[src/rtl/jsm_pkg.sv]
`timescale 1ns/1ps
package jsm_pkg;
  typedef struct packed {
    logic flush;   // depth changed: clear pointers
    logic push;    // store wrData
    logic pop;     // advance read pointer, emit symbol
    logic trim;    // overflow: drop oldest down to centre
    logic bitEnd;  // last system cycle of an output bit
    logic deep;    // effective large depth
  } jsmStrobe_t;
endpackage

[src/rtl/jsm_fifo.sv]
`timescale 1ns/1ps
module jsm_fifo import jsm_pkg::*; #(
  parameter int SM_DEPTH = 32,
  parameter int LG_DEPTH = 64
) (
  input  logic       clk,
  input  logic       rstN,
  input  jsmStrobe_t stb,
  input  logic [1:0] wrData,
  output logic [1:0] rdData
);
  localparam int AW = $clog2(LG_DEPTH);
  localparam logic [AW-1:0] SM_MASK = AW'(SM_DEPTH - 1);
  localparam logic [AW-1:0] LG_MASK = AW'(LG_DEPTH - 1);
  localparam logic [AW-1:0] SM_SKIP = AW'(SM_DEPTH / 2 - 1);
  localparam logic [AW-1:0] LG_SKIP = AW'(LG_DEPTH / 2 - 1);

  logic [1:0]    mem [LG_DEPTH];
  logic [AW-1:0] wrPtr, rdPtr, mask, skip;
  logic [1:0]    rdDataQ;

  assign mask = stb.deep ? LG_MASK : SM_MASK;
  assign skip = stb.deep ? LG_SKIP : SM_SKIP;

  always_ff @(posedge clk) begin
    if (stb.push) mem[wrPtr] <= wrData;
  end

  always_ff @(posedge clk) begin
    if (!rstN || stb.flush) begin
      wrPtr   <= '0;
      rdPtr   <= '0;
      rdDataQ <= 2'b00;
    end else begin
      if (stb.push) wrPtr <= (wrPtr + 1'b1) & mask;
      if (stb.pop)       rdPtr <= (rdPtr + 1'b1) & mask;
      else if (stb.trim) rdPtr <= (rdPtr + skip) & mask;
      if (stb.bitEnd) rdDataQ <= stb.pop ? mem[rdPtr] : 2'b00;
    end
  end

  assign rdData = rdDataQ;

  // a depth change leaves the pointers and output cleared
  p_flush_ptr_r8: assert property (@(posedge clk) disable iff (!rstN)
    stb.flush |=> (wrPtr == '0 && rdPtr == '0 && rdDataQ == 2'b00));
  // in the small depth the pointers stay inside 32 entries
  p_ptr_range_r2: assert property (@(posedge clk) disable iff (!rstN)
    (!stb.deep && !stb.flush) |-> (wrPtr <= SM_MASK && rdPtr <= SM_MASK));
endmodule

[src/rtl/jsm_ctrl.sv]
`timescale 1ns/1ps
module jsm_ctrl import jsm_pkg::*; #(
  parameter int SM_DEPTH = 32,
  parameter int LG_DEPTH = 64,
  parameter int TICKS    = 8,
  parameter int GAP_LO   = 4,
  parameter int GAP_HI   = 16
) (
  input  logic       clk,
  input  logic       rstN,
  input  logic       wrStb,
  input  logic       deepSel,
  input  logic       hwMode,
  input  logic       cornerSel,
  output jsmStrobe_t stb,
  output logic       rdEn,
  output logic       ovfErr,
  output logic       unfErr
);
  localparam int FW    = $clog2(LG_DEPTH + 1);
  localparam int TW    = $clog2(TICKS + 2);
  localparam int GW    = 8;
  localparam int SCALE = LG_DEPTH / SM_DEPTH;
  localparam logic [FW-1:0] SM_D   = FW'(SM_DEPTH);
  localparam logic [FW-1:0] LG_D   = FW'(LG_DEPTH);
  localparam logic [FW-1:0] SM_C   = FW'(SM_DEPTH / 2 + 1);
  localparam logic [FW-1:0] LG_C   = FW'(LG_DEPTH / 2 + 1);
  localparam logic [FW-1:0] MARGIN = FW'(2);
  localparam logic [TW-1:0] NOM    = TW'(TICKS);
  localparam logic [TW-1:0] FAST   = TW'(TICKS - 1);
  localparam logic [TW-1:0] SLOW   = TW'(TICKS + 1);
  localparam logic [GW-1:0] G_LO_S = GW'(GAP_LO);
  localparam logic [GW-1:0] G_HI_S = GW'(GAP_HI);
  localparam logic [GW-1:0] G_LO_L = GW'(GAP_LO * SCALE);
  localparam logic [GW-1:0] G_HI_L = GW'(GAP_HI * SCALE);

  logic          deepEff, deepQ, flush, bitEnd, primed;
  logic          isFull, isEmpty, doPop, doUnder, doOver, doPush;
  logic          nearFull, nearEmpty, canAdj;
  logic [FW-1:0] fill, depth, center;
  logic [TW-1:0] tick, per;
  logic [GW-1:0] gap, gapLim;
  logic          rdEnQ, ovfQ, unfQ;

  always_comb begin
    deepEff   = deepSel | hwMode;
    flush     = deepEff != deepQ;
    depth     = deepEff ? LG_D : SM_D;
    center    = deepEff ? LG_C : SM_C;
    gapLim    = deepEff ? (cornerSel ? G_HI_L : G_LO_L)
                        : (cornerSel ? G_HI_S : G_LO_S);
    bitEnd    = tick == per - 1'b1;
    isFull    = fill == depth;
    isEmpty   = fill == '0;
    doPop     = bitEnd & primed & !isEmpty & !flush;
    doUnder   = bitEnd & primed & isEmpty & !flush;
    doOver    = wrStb & isFull & !doPop & !flush;
    doPush    = wrStb & !flush & !doOver;
    nearFull  = fill >= depth - MARGIN;
    nearEmpty = fill <= MARGIN;
    canAdj    = primed && (gap >= gapLim);
  end

  assign stb = '{flush: flush, push: doPush, pop: doPop, trim: doOver,
                 bitEnd: bitEnd, deep: deepEff};

  always_ff @(posedge clk) begin
    if (!rstN) begin
      deepQ <= 1'b0; fill <= '0; primed <= 1'b0;
      tick <= '0; per <= NOM; gap <= '0;
      rdEnQ <= 1'b0; ovfQ <= 1'b0; unfQ <= 1'b0;
    end else begin
      deepQ <= deepEff;
      rdEnQ <= bitEnd & !flush;
      if (flush) begin
        fill <= '0; primed <= 1'b0;
        tick <= '0; per <= NOM; gap <= '0;
      end else begin
        if (doOver) fill <= center;
        else        fill <= fill + FW'(doPush) - FW'(doPop);
        if (doOver)  ovfQ <= 1'b1;
        if (doUnder) unfQ <= 1'b1;
        if (doUnder)                      primed <= 1'b0;
        else if (!primed && fill >= center) primed <= 1'b1;
        if (bitEnd) begin
          tick <= '0;
          if (canAdj && nearFull) begin
            per <= FAST; gap <= '0;
          end else if (canAdj && nearEmpty) begin
            per <= SLOW; gap <= '0;
          end else begin
            per <= NOM;
            if (gap != '1) gap <= gap + 1'b1;
          end
        end else begin
          tick <= tick + 1'b1;
        end
      end
    end
  end

  assign rdEn   = rdEnQ;
  assign ovfErr = ovfQ;
  assign unfErr = unfQ;

  p_rden_pulse_r4: assert property (@(posedge clk) disable iff (!rstN)
    rdEnQ |=> !rdEnQ);
  p_per_range_r4: assert property (@(posedge clk) disable iff (!rstN)
    (per >= FAST && per <= SLOW));
  p_fill_bound_r6: assert property (@(posedge clk) disable iff (!rstN)
    (flush || fill <= depth));
  p_ovf_sticky_r6: assert property (@(posedge clk) disable iff (!rstN)
    ovfQ |=> ovfQ);
  p_unf_sticky_r7: assert property (@(posedge clk) disable iff (!rstN)
    unfQ |=> unfQ);
  p_flush_r8: assert property (@(posedge clk) disable iff (!rstN)
    flush |=> (fill == '0 && !primed && tick == '0));
endmodule

[src/rtl/jitter_smoother.sv]
`timescale 1ns/1ps
module jitter_smoother import jsm_pkg::*; #(
  parameter int SM_DEPTH = 32,
  parameter int LG_DEPTH = 64,
  parameter int TICKS    = 8,
  parameter int GAP_LO   = 4,
  parameter int GAP_HI   = 16
) (
  input  logic       clk,
  input  logic       rstN,
  input  logic       wrStb,
  input  logic [1:0] wrData,
  input  logic       deepSel,
  input  logic       hwMode,
  input  logic       cornerSel,
  output logic       rdEn,
  output logic [1:0] rdData,
  output logic       ovfErr,
  output logic       unfErr
);
  jsmStrobe_t stb;

  jsm_ctrl #(.SM_DEPTH(SM_DEPTH), .LG_DEPTH(LG_DEPTH), .TICKS(TICKS),
             .GAP_LO(GAP_LO), .GAP_HI(GAP_HI)) uCtrl (
    .clk(clk), .rstN(rstN), .wrStb(wrStb), .deepSel(deepSel),
    .hwMode(hwMode), .cornerSel(cornerSel), .stb(stb),
    .rdEn(rdEn), .ovfErr(ovfErr), .unfErr(unfErr));

  jsm_fifo #(.SM_DEPTH(SM_DEPTH), .LG_DEPTH(LG_DEPTH)) uFifo (
    .clk(clk), .rstN(rstN), .stb(stb), .wrData(wrData), .rdData(rdData));
endmodule

[config.mk]
export PLATFORM = sky130hd
export DESIGN_NAME = jitter_smoother
export DESIGN_NICKNAME = d
export VERILOG_FILES = /design/src/rtl/jsm_pkg.sv /design/src/rtl/jsm_fifo.sv /design/src/rtl/jsm_ctrl.sv /design/src/rtl/jitter_smoother.sv
export SDC_FILE = /design/constraint.sdc
export NUM_CORES = 1
export LEC_CHECK = 0
export BUFFER_PORTS_ARGS = -buffer_cell sky130_fd_sc_hd__clkbuf_2
export CORE_MARGIN = 4
export CORE_UTILIZATION = 50
export DETAILED_ROUTE_END_ITERATION = 12
export PLACE_DENSITY = 0.68
export SLEW_MARGIN = 20
export SYNTH_ARGS = -nofsm -noshare
export SYNTH_HDL_FRONTEND = slang
export SYNTH_SLANG_ARGS = --single-unit
[constraint.sdc]
create_clock -name clk -period 4.5 [get_ports clk]
set_clock_uncertainty 0.2 [all_clocks]
set_input_delay 1.125 -clock clk [delete_from_list [all_inputs] [get_ports clk]]
set_output_delay 1.125 -clock clk [all_outputs]
set_load 0.01 [all_outputs]
==> out/metrics.csv <==
stage;metric;value;unit
finish;final_nets;662;
power;leakagePower;2.88;nW
synth;syn_inst;605;
worst_hold_path;hold_path_end;uCtrl.ovfErr;
sta;finalCritPeriodShare;91.0;%
sta;tightest_slew;0.939;ns
global_route;grt_use_met2;31.7;%
global_route;busiest_layer;met2;
sta;maxSlewHeadroom;37.3;%
global_route;use_met3;4.98;%
clock_tree;clk_latency;0.43;ns
synth;yosysTopAreaCell;edfxtp_1;
sta;fmax;0.244;GHz
synth;ys_top_cells_by_area;edfxtp_1 (49%), dfxtp_1 (12%), mux4_2 (7.4%);
synth;avgSynthCellArea;13.0;um^2
worst_setup_path;critical_path_class;in -> reg;
finish;nFillCells;1257;
synth;ys_seq_elements;175;
clock_tree;h-tree-depth;4;
clock_tree;clock_sinks;175;
global_route;grt_pass1_vias;5007;
sta;min_period;4.10;ns
sta;hold_ws;0.276;ns
synth;yosysUniqueCellTypes;57;
worst_hold_path;hold_class;reg -> reg;
die;die_area;17800;um^2
placement;placed_cells;812;
sta;hold_violations;0;
placement;io_buffers;12;
clock_tree;cts_tree;built;
route;vias;4907;
route;finalWirelength;16000;um
die;pin_count;13;
finish;final_area;8770;um^2
worst_setup_path;rr_worst_depth;17;
worst_hold_path;min-delay-start;uCtrl.ovfErr;
die;rows;45;
sta;fin_tns_setup;0;ns
sta;slew_viol_final;0;
die;start_util;51.3;%
route;drc;0;
global_route;gr-usage-met1;24.8;%
clock_tree;cts_root_buffer;clkbuf_16;
worst_setup_path;timing.rr.start;uCtrl.per[0];
run_status;status;finished clean;
route;first_pass_iters;5;
synth;synth_edf_count;128;
power;ir_drop;0.280;mV
route;drtAntennaViolNets;0;
finish;syn_to_final_growth;11.5;%
placement;place_congestion;0.804;
global_route;grt_pass1_wl;26200;um
clock_tree;ctsHoldBuffers;0;
die;fp.dieW;133;um
placement;dp_hpwl;10600;um
route;wl_per_cell;18.9;um
synth;synth_warnings;0;
global_route;grt_max_degree;65;
die;core-area;15300;um^2
clock_tree;cts_setup_buffers;0;
synth;yosysSeqAreaShare;60.9;%
global_route;grt_usage;19.0;%
global_route;antenna_found_initial;0;
sta;setup_violations;0;
worst_setup_path;reg2reg_slack;0.67;ns
synth;synth_top_area_share;48.9;%
clock_tree;cts_buffer_depth;2;
placement;post_dp_cell_area;8160;um^2
synth;synthArstFlopShare;0;%
worst_setup_path;path_max_fanout;5;
power;power;3.31;mW
synth;syn_area;7860;um^2
power;p_per_area;378;nW/um^2
flow_run;cap_violations;0;
global_route;overflow;0;
route;via_per_inst;5.81;
clock_tree;cts.clk_slew.worst_paths;0.07;ns
clock_tree;cts_resized;0;
worst_setup_path;crit_path_start_kind;input pin;
finish;drive_gt1_share;14.2;%
worst_setup_path;cp.required;4.67;ns
route;drtIter0Drc;416;
worst_hold_path;holdPathStages;1;
worst_setup_path;arrival;4.26;ns
worst_setup_path;critical_path.reg2reg.endpoint;uCtrl.fill[6];
die;die_y;133;um
synth;synth-main-ff-cell;edfxtp_1;
finish;n_antenna_cell;0;
sta;rsz0062_at_grt;no;
finish;fin_cells;844;
synth;synthesis.nets;647;
worst_setup_path;cp-end-kind;register;
clock_tree;cts_made_buffers;17;
==> final cells by class <==
type / count / area [um^2] / share of cell area, %
Multi-Input combinational cell: 382 / 2890 / 33.0
Inverter: 21 / 80.1 / 0.913
Timing Repair Buffer: 23 / 148 / 1.68
Clock buffer: 17 / 425 / 4.85
Sequential cell: 175 / 4790 / 54.6
Tap cell: 211 / 264 / 3.01
Clock inverter: 15 / 174 / 1.98
==> placed cells by master (no fill, tap or decap), types with 3 or more instances in the layout <==
master	count
o21ai_0	16
mux2i_1	21
nand2b_1	4
nand2_1	30
clkbuf_16	17
nand3_1	15
a21o_1	3
xor2_1	6
and3_1	4
nor2b_1	7
or3_1	5
a22oi_1	5
nand4_1	8
nand3b_1	3
a211oi_1	9
nor3_1	3
nor2_1	103
edfxtp_1	128
inv_6	3
buf_4	13
dfxtp_1	46
a21oi_1	21
o22ai_1	5
ha_1	32
o31ai_1	3
xnor2_1	11
clkbuf_2	10
inv_8	5
inv_1	20
mux4_2	26
or2_2	3
o211ai_1	3
==> power breakdown <==
| group | switching, mW | internal (mW) |
|---|---|---|
| Sequential | 0.00790 | 1.73 |
| Clock | 0.675 | 0.795 |
| Combinational | 0.0663 | 0.0357 |
| Total | 0.749 | 2.56 |
==> routing by layer <==
metal  part of all wire, %  wire length, um  vias up
met3                   5.0              806       18
li1                      -                -     2285
met1                    44             6980     2472
met4                   1.3              211        0
met5                     0                0        -
met2                    50             7990      132
==> Yosys cell counts (all sizes together), types with 10 or more instances <==
cell / instances
nand2: 30
edfxtp: 128
a21oi: 21
clkbuf: 17
dfxtp: 47
buf: 10
nand3: 15
mux2i: 21
o21ai: 16
mux4: 26
inv: 20
ha: 32
xnor2: 11
nor2: 103
==> how the worst max path moves through the flow <==
stage	start	to	cells past startpoint
3_3_place_gp	hwMode	uCtrl.fill[6]	19
4_1_cts	hwMode	uCtrl.fill[6]	19
2_1_floorplan	hwMode	uCtrl.fill[6]	19
6_report	hwMode	uCtrl.fill[6]	19
5_1_grt	hwMode	uCtrl.fill[6]	19
3_5_place_dp	hwMode	uCtrl.fill[6]	19
==> logic make-up after synthesis <==
kind of cell	count (synthesis)	share of synthesized area, %
and+or+nand+nor	195	11.3
DFF	175	60.9
AOI/OAI and AO/OA	88	7.53
buffers and inverters	48	2.37
muxes	47	10.1
adders and majority gates	34	5.60
xor gates and xnor gates	18	2.20
==> critical path: stages <==
cell and delay (ns):
clkbuf_2 0.11, or2_2 0.32, clkinv_2 0.06, ha_1 0.25, nor2_1 0.12, o211ai_1 0.11, a311oi_1 0.31, nor2_1 0.11
inv_1 0.10, ha_1 0.14, inv_1 0.04, ha_1 0.20, fa_1 0.40, nand2b_1 0.10, a21oi_1 0.08, o21ai_0 0.16
a21oi_1 0.10, or3_1 0.31, a21oi_1 0.14
==> sequential cells by signal (all words and copies together) (netlist names), 2 cells and up, named ones only <==
name / count
uFifo.mem: 128
uCtrl.per: 3
uCtrl.tick: 4
uCtrl.fill: 7
uFifo.rdPtr: 6
uFifo.wrPtr: 6
uFifo.rdData: 2
uCtrl.gap: 8
==> metrics by stage <==
| step | setup slack [ns] | utilization [%] |
|---|---|---|
| 2_1_floorplan | 0.0349 | - |
| 3_3_place_gp | 0.0583 | 53.3 |
| 3_5_place_dp | -0.00907 | 53.3 |
| 4_1_cts | 0.413 | 57.2 |
| 5_1_grt | 0.0999 | 57.2 |
| 6_report | 0.404 | 57.2 |
No activity file was read; power rests on OpenSTA's default activity.
